## src/rtl/mn_pkg.sv

```systemverilog
package mn_pkg;
  localparam int BAUD_W = 8;
  localparam int M_W = 4;
  localparam int N_W = 4;
  localparam int N_MAX = 7;
  localparam int TICKS_PER_SCL = 10;
  localparam logic [BAUD_W-1:0] RESET_BAUD = 8'h44;

  typedef struct packed {
    logic [M_W-1:0] m;
    logic [N_W-1:0] n;
  } baud_t;
endpackage

```

## src/rtl/mn_prescaler.sv

```systemverilog
module mn_prescaler #(
  parameter int N_W = 4,
  parameter int N_MAX = 7,
  parameter bit POW_VARIANT = 1'b0
) (
  input  logic           clk_i,
  input  logic           rst_ni,
  input  logic           run_i,
  input  logic [N_W-1:0] n_i,
  output logic           stb_o
);
  localparam int CNT_W = N_MAX + 1;

  logic [N_W-1:0] n_sat;
  logic [N_W:0]   shift;
  logic [CNT_W-1:0] term, cnt;

  assign n_sat = (n_i > N_W'(N_MAX)) ? N_W'(N_MAX) : n_i;

  generate
    if (POW_VARIANT) begin : g_pow_n
      assign shift = {1'b0, n_sat};
    end else begin : g_pow_n1
      assign shift = {1'b0, n_sat} + (N_W+1)'(1);
    end
  endgenerate

  // terminal count = 2^shift - 1
  always_comb begin
    for (int i = 0; i < CNT_W; i++) term[i] = (i < int'(shift));
  end

  assign stb_o = run_i && (cnt == term);

  always_ff @(posedge clk_i or negedge rst_ni) begin
    if (!rst_ni)    cnt <= '0;
    else if (!run_i) cnt <= '0;
    else if (stb_o)  cnt <= '0;
    else             cnt <= cnt + 1'b1;
  end


  pre_bound_chk: assert property (@(posedge clk_i) disable iff (!rst_ni)
    run_i |-> (cnt <= term));
endmodule

```

## src/rtl/mn_lin_div.sv

```systemverilog
module mn_lin_div #(
  parameter int M_W = 4
) (
  input  logic           clk_i,
  input  logic           rst_ni,
  input  logic           run_i,
  input  logic           stb_i,
  input  logic [M_W-1:0] m_i,
  output logic           tick_o
);
  logic [M_W-1:0] cnt;

  assign tick_o = stb_i && (cnt == m_i);

  always_ff @(posedge clk_i or negedge rst_ni) begin
    if (!rst_ni)     cnt <= '0;
    else if (!run_i) cnt <= '0;
    else if (stb_i)  cnt <= (cnt == m_i) ? '0 : cnt + 1'b1;
  end


  lin_bound_chk: assert property (@(posedge clk_i) disable iff (!rst_ni)
    run_i |-> (cnt <= m_i));
endmodule

```

## src/rtl/mn_phase_seq.sv

```systemverilog
module mn_phase_seq #(
  parameter int TICKS = 10
) (
  input  logic clk_i,
  input  logic rst_ni,
  input  logic run_i,
  input  logic tick_i,
  output logic scl_low_o,
  output logic scl_high_o,
  output logic period_end_o
);
  localparam int PH_W = $clog2(TICKS);
  localparam int HALF = TICKS / 2;
  localparam logic [PH_W-1:0] LAST = PH_W'(TICKS - 1);

  logic [PH_W-1:0] ph;

  assign period_end_o = tick_i && (ph == LAST);
  assign scl_low_o    = run_i && (ph <  PH_W'(HALF));
  assign scl_high_o   = run_i && (ph >= PH_W'(HALF));

  always_ff @(posedge clk_i or negedge rst_ni) begin
    if (!rst_ni)           ph <= '0;
    else if (!run_i)       ph <= '0;
    else if (period_end_o) ph <= '0;
    else if (tick_i)       ph <= ph + 1'b1;
  end


  ph_range_chk: assert property (@(posedge clk_i) disable iff (!rst_ni)
    ph <= LAST);

  ph_hold_chk: assert property (@(posedge clk_i) disable iff (!rst_ni)
    (run_i && !tick_i) |=> $stable(ph));

  ph_restart_chk: assert property (@(posedge clk_i) disable iff (!rst_ni)
    !run_i |=> (ph == '0));
endmodule

```

## src/rtl/mn_bitrate_gen.sv

```systemverilog
module mn_bitrate_gen
  import mn_pkg::*;
#(
  parameter bit POW_VARIANT = 1'b0
) (
  input  logic              clk_i,
  input  logic              rst_ni,
  input  logic [BAUD_W-1:0] baud_i,
  input  logic              run_i,
  output logic              tick_o,
  output logic              scl_low_o,
  output logic              scl_high_o
);
  baud_t cfg;
  logic  pre_stb, period_end;

  // setting is only swapped while idle or at a period edge
  always_ff @(posedge clk_i or negedge rst_ni) begin
    if (!rst_ni)                  cfg <= baud_t'(RESET_BAUD);
    else if (!run_i || period_end) cfg <= baud_t'(baud_i);
  end

  mn_prescaler #(
    .N_W(N_W), .N_MAX(N_MAX), .POW_VARIANT(POW_VARIANT)
  ) u_pre (
    .clk_i(clk_i), .rst_ni(rst_ni), .run_i(run_i),
    .n_i(cfg.n), .stb_o(pre_stb)
  );

  mn_lin_div #(.M_W(M_W)) u_lin (
    .clk_i(clk_i), .rst_ni(rst_ni), .run_i(run_i),
    .stb_i(pre_stb), .m_i(cfg.m), .tick_o(tick_o)
  );

  mn_phase_seq #(.TICKS(TICKS_PER_SCL)) u_ph (
    .clk_i(clk_i), .rst_ni(rst_ni), .run_i(run_i), .tick_i(tick_o),
    .scl_low_o(scl_low_o), .scl_high_o(scl_high_o),
    .period_end_o(period_end)
  );


  cfg_hold_chk: assert property (@(posedge clk_i) disable iff (!rst_ni)
    (run_i && !period_end) |=> $stable(cfg));

  run_start_chk: assert property (@(posedge clk_i) disable iff (!rst_ni)
    $rose(run_i) |-> (scl_low_o && !scl_high_o));

  tick_needs_pre_chk: assert property (@(posedge clk_i) disable iff (!rst_ni)
    tick_o |-> pre_stb);
endmodule

```

## config.mk

```make
export PLATFORM = sky130hd
export DESIGN_NAME = mn_bitrate_gen
export DESIGN_NICKNAME = d
export VERILOG_FILES = /design/src/rtl/mn_pkg.sv /design/src/rtl/mn_prescaler.sv /design/src/rtl/mn_lin_div.sv /design/src/rtl/mn_phase_seq.sv /design/src/rtl/mn_bitrate_gen.sv
export SDC_FILE = /design/constraint.sdc
export NUM_CORES = 1
export LEC_CHECK = 0
export BUFFER_PORTS_ARGS = -buffer_cell sky130_fd_sc_hd__buf_2
export CAP_MARGIN = 30
export CORE_MARGIN = 8
export CORE_UTILIZATION = 58
export DETAILED_ROUTE_END_ITERATION = 10
export PLACE_DENSITY_LB_ADDON = 0.3
export RECOVER_POWER = 25
export SLEW_MARGIN = 20
export SYNTH_ARGS = -nofsm -noshare
export SYNTH_HDL_FRONTEND = slang
export SYNTH_SLANG_ARGS = --single-unit
```

## constraint.sdc

```tcl
create_clock -name clk_i -period 3.65 [get_ports clk_i]
set_input_delay 0.365 -clock clk_i [delete_from_list [all_inputs] [get_ports clk_i]]
set_output_delay 0.365 -clock clk_i [all_outputs]
set_load 0.02 [all_outputs]
```

==> qor.yml, run 1 <==
holdWs_ns: 0.2483
leakage_nw: 0.7257
p_int_mw: 0.3705
synth_warnings: 0
synth_top_area_cell: "dfrtp_1"
min_period_ns: 3.545
synth_seq_cells: 24
fin_cells: 200
fmaxAchievable_mhz: 282.1
fin_nets: 188
combPwrFrac: 0.201
mostFrequentLayoutCells: "dfrtp_1, nor2_1, buf_2"
finalSetupTns_ns: 0
powerDensity_nw_per_um2: 316.3
antenna_found_initial: 0
area.growth.synth_to_final_pct: 10.22
die_width_um: 66.97
postSynth.asyncResetShare: 1.000
cp-end-kind: "output pin"
finalWirelength_mm: 3.079
synth_area_leaders: "dfrtp_1, mux2_1, ha_1"
yosys_most_used_dff: "dfrtp_1"
swShare: 0.2946
grt_usage: 0.1434
arrival_ns: 3.18
slew_violations: 0
diodes: 0
synthesis.area_sq_um: 1506
crit_family: "simple AND/OR/NAND/NOR gates"
crit_path_start_kind: "flip-flop"
crit_required_ns: 3.28
synth_cell_types: 49
clkTransAtPathRegs_ns: 0.14
drc: 0
synth_edf_count: 0
grt_max_degree: 25
r2r_cells: 8
drive_gt1_frac: 0.2059
hold_class: "input pin to flip-flop"
drt_pass1_iterations: 4
syn-num-nets: 171
ctsLongestPathBuffers: 2
clkSinkCount: 24
die-area_sq_um: 4484
final_common_cell: "dfrtp_1"
hpwl_mm: 2.181
fin_area_sq_um: 1660
numCtsBuffers: 3
globalplace.congestion: 0.8138
grt_pass1_vias: 1136
yosysSeqAreaShare: 0.4003
hold_buffers: 0
wl_per_cell_um: 15.40
grt_pass1_wl_mm: 5.202
path_class: "flip-flop to output pin"
relSlewSlack: 0.1436
skew_ns: 0.02290
cpMaxStageDelayCell: "or4b_1"
maxCapViolCount: 0
rows: 18
tightest_slew_ns: 1.285
slowest_delay_ns: 0.49
antenna_left: 0
path_buf_inv: 2
cp_cell_sequence: "or2_2 -> ha_1 -> or4b_1 -> mux2i_1 -> o2111ai_2 -> a2111oi_4 -> buf_4 -> and3_1 -> buf_2"
drt_iter0_drc: 40
finalHoldViolCount: 0
setup_violations: 0
initial_core_util: 0.6081
cp.depth: 9
core_sq_um: 2477
ctsHtreeMaxLevel: 1
overflow: 0
hold_depth: 2
drt-vias-per-instance: 6.200
vias: 1240
placed_cell_area_sq_um: 1565
ir_worst_vdd_mv: 0.3087
synth.top_cell.area_share: 0.3654
synth.avg_cell_area_sq_um: 9.782
cts_tree: "done"
numPortBuffers: 13
power.share.clock: 0.230
outcome: "finished, final reports clean"
clk_latency_ns: 0.32
seqPwrFrac: 0.569
die_height_um: 66.97
cts-root-buf: "clkbuf_4"
crit_fanout: 7
switching_power_mw: 0.1547
synth_cells: 154
io_pins: 14
fin_crit_sh: 0.9711
place_inst: 189
==> worst paths after layout <==
path	start	slack, ns	endpoint
worst max-delay path	cfg[3]	0.11	tick_o
worst min-delay path	baud_i[5]	0.25	cfg[5]
worst max register to register	cfg[3]	0.47	cfg[0]
worst min register to register	cfg[5]	0.52	cfg[5]
max in group asynchronous	rst_ni	2.49	cfg[0]
min in group asynchronous	rst_ni	0.29	u_lin.cnt[0]
==> metrics by stage <==
stage          setup slack [ns]  power, mW    util
6_report                 0.1055     0.5252  0.6702
5_1_grt                -0.04473     0.5562  0.6702
4_1_cts                 0.07610     0.5156  0.6424
3_5_place_dp             0.4254     0.3954  0.6318
3_3_place_gp             0.5239     0.3900  0.6318
2_1_floorplan            0.6234     0.3735       -
==> repair_timing <==
| item | in CTS | in global routing |
|---|---|---|
| endpoints found under the setup margin | 0 | 1 |
| setup buffers | 0 | 7 |
| gates resized for setup | 0 | 5 |
==> power groups by stage <==
stage	Sequential, mW	Combinational [mW]	Clock (mW)
floorplan	0.294	0.0791	0
global placement	0.305	0.0851	0
detailed placement	0.306	0.0891	0
CTS	0.301	0.0902	0.124
global route	0.301	0.117	0.139
finish	0.299	0.105	0.121
==> per-layer routing <==
layer  up-vias  routed length (um)  global-route usage  part of all wire
met5         -                   0                   0                 0
met4         0                  12             0.03133            0.0039
met3         2                 159             0.03356             0.052
met2        35                1482              0.2401              0.48
met1       609                1424              0.1821              0.46
li1        594                   -                   -                 -
==> worst register-to-register path, cell delays in order, from the launching register on <==
cell	delay (ns)
dfrtp_2	0.46
or2_2	0.31
ha_1	0.27
or4b_1	0.49
mux2i_1	0.17
o2111ai_2	0.20
a2111oi_4	0.40
a31o_1	0.41
mux2_1	0.37
==> registers in the layout, indices dropped and copies added, names as in the netlist <==
register   cells
cfg            8
u_lin.cnt      4
u_ph.ph        4
u_pre.cnt      8
==> cell families after synthesis <==
logic type	after synthesis	share of synthesized area
fa+ha+maj	6	0.04983
compound gates	31	0.1528
mux	10	0.07309
buf+inv	16	0.05149
simple gates	53	0.1910
flops	24	0.4003
xor+xnor	14	0.08140
==> cells in the mapped netlist (2+ instances only) <==
master and number:
and3_1 5, a211oi_1 3, dfrtp_1 22, nor2b_1 2
a21o_1 2, nor3_1 2, o21ai_0 4, nor4_1 4
xor2_1 6, nand2_1 6, nand3b_1 2, inv_1 6
nor2_1 12, clkbuf_1 4, mux2i_1 2, nand4_1 2
nand3_1 9, dfstp_2 2, or2_2 3, a21oi_1 4
mux2_1 8, buf_4 2, buf_2 2, xnor2_1 8
a31oi_1 3, ha_1 6
==> final cells by class <==
cell class,instances,area (sq um)
Multi-Input combinational cell,114,844.6
Tap cell,30,37.54
Sequential cell,24,606.8
Clock buffer,4,26.28
Timing Repair Buffer,21,118.9
Inverter,7,26.28
Fill cell,204,817.0
Power figures use the tool's default switching activity.
==> run 2, diff against run 1 <==
--- a/config.mk
+++ b/config.mk
@@ -12,7 +12,9 @@
 export DETAILED_ROUTE_END_ITERATION = 10
 export PLACE_DENSITY_LB_ADDON = 0.3
 export RECOVER_POWER = 25
+export REMOVE_ABC_BUFFERS = 1
 export SLEW_MARGIN = 20
 export SYNTH_ARGS = -nofsm -noshare
 export SYNTH_HDL_FRONTEND = slang
 export SYNTH_SLANG_ARGS = --single-unit
+export TNS_END_PERCENT = 1
==> run 2 against run 1 <==
Compared with the run above: setup slack gained 0.076 ns; die area unchanged; fmax up 2.2%; flip-flop and latch count unchanged; via count is 2.2% lower; clock skew down 0.0090 ns.
==> qor.yml, run 2 (synthesis results as in run 1) <==
io_pins: 14  # unchanged
powerDensity_nw_per_um2: 354.3  # was 316.3 nW/um^2
seqPwrFrac: 0.505  # was 0.569
hpwl_mm: 2.248  # was 2.181 mm
ir_worst_vdd_mv: 0.3354  # was 0.3087 mV
cts-root-buf: "clkbuf_4"  # unchanged
regToRegEndpoint: "cfg[7]"  # was cfg[0]
final_common_cell: "dfrtp_1"  # unchanged
clk_latency_ns: 0.32  # about the same
relSlewSlack: 0.1393  # was 0.1436
top_regs: "cfg: 8 flops, u_pre.cnt: 8 flops"  # unchanged
cts_tree: "done"  # unchanged
dpl_worst_slack_ns: 0.3778  # was 0.4254 ns
ctsLongestPathBuffers: 2  # unchanged
grt_usage: 0.1411  # was 0.1434
numCtsBuffers: 3  # unchanged
crit_path_start_kind: "flip-flop"  # unchanged
cp-startpoint: "cfg[3]"  # unchanged
tightest_slew_ns: 1.291  # was 1.285 ns
worst_slack_ns: 0.1819  # was 0.1055 ns
min_period_ns: 3.468  # was 3.545 ns
drt-vias-per-instance: 6.065  # was 6.200
leakage_nw: 0.7388  # was 0.7257 nW
die-area_sq_um: 4484  # unchanged
p_int_mw: 0.4398  # was 0.3705 mW
cp-end-kind: "output pin"  # unchanged
diodes: 0  # unchanged
finalHoldViolCount: 0  # unchanged
swShare: 0.2592  # was 0.2946
area.growth.synth_to_final_pct: 11.21  # was 10.22%
wl_per_cell_um: 15.11  # was 15.40 um
clkTransAtPathRegs_ns: 0.14  # about the same
wl_met1_mm: 1.311  # was 1.424 mm
die_width_um: 66.97  # unchanged
reg2reg_from: "cfg[3]"  # unchanged
die_height_um: 66.97  # unchanged
crit_required_ns: 3.28  # about the same
r2r_cells: 8  # unchanged
slew_violations: 0  # unchanged
holdWs_ns: 0.2414  # was 0.2483 ns
vias: 1213  # was 1240
grt_max_degree: 25  # unchanged
switching_power_mw: 0.1539  # was 0.1547 mW
finalSetupTns_ns: 0  # unchanged
hold_class: "input pin to flip-flop"  # unchanged
drt_iter0_drc: 68  # was 40
crit_fanout: 5  # was 7
power.share.clock: 0.323  # was 0.230
combPwrFrac: 0.171  # was 0.201
hold_depth: 2  # unchanged
met2_length_mm: 1.553  # was 1.482 mm
dr.max_layer_used: "met4"  # unchanged
core_sq_um: 2477  # unchanged
drt_pass1_iterations: 4  # unchanged
antenna_found_initial: 0  # unchanged
grt_pass1_vias: 1145  # was 1136
rows: 18  # unchanged
hold_start: "baud_i[1]"  # was baud_i[5]
overflow: 0  # unchanged
antenna_left: 0  # unchanged
path_class: "flip-flop to output pin"  # unchanged
ctsHtreeMaxLevel: 1  # unchanged
drc: 0  # unchanged
drive_gt1_frac: 0.2118  # was 0.2059
finalWirelength_mm: 3.022  # was 3.079 mm
fmaxAchievable_mhz: 288.3  # was 282.1 MHz
globalplace.congestion: 0.8155  # was 0.8138
skew_ns: 0.01392  # was 0.02290 ns
numPortBuffers: 13  # unchanged
hold_end: "cfg[1]"  # was cfg[5]
setup_violations: 0  # unchanged
grt_pass1_wl_mm: 5.037  # was 5.202 mm
maxCapViolCount: 0  # unchanged
fillers: 196  # was 204
clkSinkCount: 24  # unchanged
arrival_ns: 3.10  # was 3.18 ns
outcome: "finished, final reports clean"  # unchanged
initial_core_util: 0.6081  # unchanged
met3_length_um: 121  # was 159 um
mostFrequentLayoutCells: "dfrtp_1, nor2_1, buf_2"  # unchanged
hold_buffers: 0  # unchanged
regToRegSetupSlack_ns: 0.50  # was 0.47 ns
fin_nets: 188  # unchanged
fin_crit_sh: 0.9502  # was 0.9711
==> run 2: metal layers <==
layer  vias to the layer above  global-route usage
li1                        594                   -
met1                       597              0.1756
met2                        18              0.2294
met3                         4             0.03020
met4                         0             0.06005
met5                         -                   0
==> run 2: layout make-up <==
| type | count | area [sq um] | area share |
|---|---|---|---|
| Multi-Input combinational cell | 114 | 828.3 | 0.4944 |
| Sequential cell | 24 | 606.8 | 0.3622 |
| Timing Repair Buffer | 21 | 123.9 | 0.07394 |
| Tap cell | 30 | 37.54 | 0.02240 |
| Clock inverter | 1 | 30.03 | 0.01792 |
| Inverter | 7 | 26.28 | 0.01568 |
| Clock buffer | 3 | 22.52 | 0.01344 |
==> run 2: critical path: stages, from the launching register on <==
cell       delay, ns
dfrtp_2         0.45
or2_2           0.30
ha_2            0.22
or4b_1          0.47
mux2i_1         0.14
o2111ai_1       0.19
a2111oi_2       0.46
buf_4           0.20
and3_1          0.16
buf_2           0.16
==> run 2: power by group through the flow <==
stage               clock network, mW  registers [mW]  logic (mW)
global route                    0.209           0.302       0.115
floorplan                           0           0.301      0.0658
finish                          0.192           0.300       0.102
global placement                    0           0.306      0.0848
CTS                             0.200           0.303      0.0895
detailed placement                  0           0.308      0.0890
==> run 2: repair_timing <==
| action | in CTS | in global routing |
|---|---|---|
| buffers inserted | 0 | 7 |
| pin swaps | 0 | 1 |
| setup endpoints to repair | 1 | 1 |
| gates resized for setup | 1 | 3 |
==> run 2: how the worst max path moves through the flow <==
stage             end  slack [ns]  depth (start not counted)
4_1_cts        tick_o       0.004                          9
6_report       tick_o        0.18                          9
2_1_floorplan  cfg[0]        0.28                          8
3_5_place_dp   cfg[7]        0.38                          8
3_3_place_gp   tick_o        0.52                          9
5_1_grt        tick_o      -0.004                          9
==> run 2: metrics by stage <==
stage | utilization | area, sq um | cells | total power [mW]
after global placement | 0.6318 | 1565 | 189 | 0.3904
after CTS | 0.6535 | 1619 | 193 | 0.5924
after detailed placement | 0.6318 | 1565 | 189 | 0.3970
after global routing | 0.6763 | 1675 | 200 | 0.6258
after floorplan | - | 1455 | 145 | 0.3666
final | 0.6763 | 1675 | 200 | 0.5936
==> run 3, diff against run 2 <==
--- a/config.mk
+++ b/config.mk
@@ -8,7 +8,7 @@
 export BUFFER_PORTS_ARGS = -buffer_cell sky130_fd_sc_hd__buf_2
 export CAP_MARGIN = 30
 export CORE_MARGIN = 8
-export CORE_UTILIZATION = 58
+export CORE_UTILIZATION = 63
 export DETAILED_ROUTE_END_ITERATION = 10
 export PLACE_DENSITY_LB_ADDON = 0.3
 export RECOVER_POWER = 25
==> constraint.sdc (replaced) <==
create_clock -name clk_i -period 4.38 [get_ports clk_i]
set_input_delay 0.438 -clock clk_i [delete_from_list [all_inputs] [get_ports clk_i]]
set_output_delay 0.438 -clock clk_i [all_outputs]
set_load 0.02 [all_outputs]
==> run 3 against run 2 <==
Compared with the run above: global-route usage increased by 0.48 points; clock skew fell by 0.0082 ns; final cell count is 4.5% lower; count of clock-buffer cells in the layout rose by 1; via count fell by 2.2%; clock power shrank 39%; cell area fell by 4.6%; largest power group unchanged; highest routed layer unchanged.
==> qor.yml, run 3 (synthesis results as in run 1) <==
outcome: "finished, final reports clean"  # unchanged
die_width_um: 64.90  # was 66.97 um
io_pins: 14  # unchanged
min_period_ns: 3.598
slew_violations: 0  # unchanged
placed_cell_area_sq_um: 1563  # was 1565 sq um
rsz0062_at_grt: "no"
wl_per_cell_um: 14.94  # was 15.11 um
clkTransAtPathRegs_ns: 0.13  # was 0.14 ns
grt_usage: 0.1459  # was 0.1411
hpwl_mm: 2.242  # was 2.248 mm
finalWirelength_mm: 2.854  # was 3.022 mm
drc: 0  # unchanged
setup_violations: 0  # unchanged
initial_core_util: 0.6745  # was 0.6081
antenna_found_initial: 0  # unchanged
post_cts_buffers: 0  # unchanged
arrival_ns: 3.16  # was 3.10 ns
fin_nets: 181  # was 188
antenna_left: 0  # unchanged
fin_cells: 191  # was 200
hold_class: "input pin to flip-flop"  # unchanged
finalSetupTns_ns: 0  # unchanged
maxCapViolCount: 0  # unchanged
path_class: "flip-flop to output pin"  # unchanged
numCtsBuffers: 3  # unchanged
cts-root-buf: "clkbuf_4"  # unchanged
cp-end-kind: "output pin"  # unchanged
tightest_slew_ns: 1.219  # was 1.291 ns
fin_crit_sh: 0.8214
drt_iter0_drc: 50  # was 68
skew_ns: 0.005685  # was 0.01392 ns
leakage_nw: 0.7011  # was 0.7388 nW
fin_area_sq_um: 1598  # was 1675 sq um
clkSinkCount: 24  # unchanged
overflow: 0  # unchanged
total_power_mw: 0.4420  # was 0.5936 mW
grt_pass1_wl_mm: 5.078  # was 5.037 mm
ctsHtreeMaxLevel: 1  # unchanged
finalHoldViolCount: 0  # unchanged
ir_worst_vdd_mv: 0.2367  # was 0.3354 mV
numPortBuffers: 13  # unchanged
grt_pass1_vias: 1147  # was 1145
fin_util: 0.7154  # was 0.6763
fmaxAchievable_mhz: 277.9
fillers: 167  # was 196
final_common_cell: "dfrtp_1"  # unchanged
crit_path_start_kind: "flip-flop"  # unchanged
drive_gt1_frac: 0.1534  # was 0.2118
drt_pass1_iterations: 4  # unchanged
place_inst: 187  # was 189
rows: 17  # was 18
ctsLongestPathBuffers: 2  # unchanged
powerDensity_nw_per_um2: 276.6  # was 354.3 nW/um^2
cts-resized-gates: 0  # was 1
diodes: 0  # unchanged
area.growth.synth_to_final_pct: 6.063  # was 11.21%
top_regs: "cfg: 8 flops, u_pre.cnt: 8 flops"  # unchanged
crit_required_ns: 3.94  # was 3.28 ns
relSlewSlack: 0.1873  # was 0.1393
die_height_um: 64.90  # was 66.97 um
core_sq_um: 2233  # was 2477 sq um
hold_buffers: 0  # unchanged
drt-vias-per-instance: 6.209  # was 6.065
die-area_sq_um: 4212  # was 4484 sq um
clk_latency_ns: 0.31  # was 0.32 ns
globalplace.congestion: 0.8874  # was 0.8155
vias: 1186  # was 1213
crit_fanout: 13  # was 5
grt_max_degree: 25  # unchanged
cts_tree: "done"  # unchanged
mostFrequentLayoutCells: "dfrtp_1, nor2_1, buf_2"  # unchanged
-- run 3: cell count changes in the layout (fill, tap and decap cells not counted) --
cell and delta:
ha_2 -1, dfrtp_1 +3, clkbuf_8 +1, bufinv_16 -1, ha_1 +1, dfrtp_2 -3
buf_4 -7
-- run 3: path summary, 6_finish.rpt --
kind | startpoint | endpoint | slack [ns] | cells past startpoint
max | cfg[3] | tick_o | 0.78 | 9
min | baud_i[4] | cfg[4] | 0.33 | 2
max reg2reg | cfg[3] | cfg[0] | 1.07 | 9
min reg2reg | cfg[7] | cfg[7] | 0.52 | 1
max in group asynchronous | rst_ni | u_pre.cnt[3] | 3.32 | 1
min in group asynchronous | rst_ni | u_ph.ph[1] | 0.34 | 1
-- run 3: routing by layer --
layer / GRT usage / routed length (um) / vias to the layer above
met4: 0.04087 / 29 / 0
met2: 0.2410 / 1388 / 21
met3: 0.02405 / 86 / 4
li1: - / - / 581
met5: 0 / 0 / -
met1: 0.1916 / 1350 / 580
-- run 3: metrics by stage --
step	setup WS [ns]	hold WS, ns
finish	0.7822	0.3283
global route	0.6114	0.3169
CTS	0.7750	0.09459
detailed placement	1.058	0.4482
global placement	1.178	0.4416
floorplan	1.009	0.1424
-- run 3: critical path, cell delays in order (launching register included) --
cell and delay (ns):
dfrtp_1 0.52, or2_2 0.35, ha_1 0.26, or4b_1 0.48
mux2i_1 0.14, o2111ai_1 0.18, a2111oi_2 0.32, buf_4 0.22
and3_1 0.19, buf_2 0.17
-- run 3: layout make-up --
cell class / instances / area [sq um] / share of cell area
sequential: 24 / 603.1 / 0.3774
multi-input combinational: 114 / 825.8 / 0.5168
timing repair buffer: 14 / 71.32 / 0.04464
clock buffer: 4 / 36.28 / 0.02271
tap: 28 / 35.03 / 0.02193
inverter: 7 / 26.28 / 0.01644
-- run 3: where the power goes --
part	internal (mW)	switching, mW	total [mW]
logic	0.0333	0.0402	0.0734
registers	0.234	0.0180	0.252
clock network	0.0508	0.0662	0.117
total	0.318	0.124	0.442
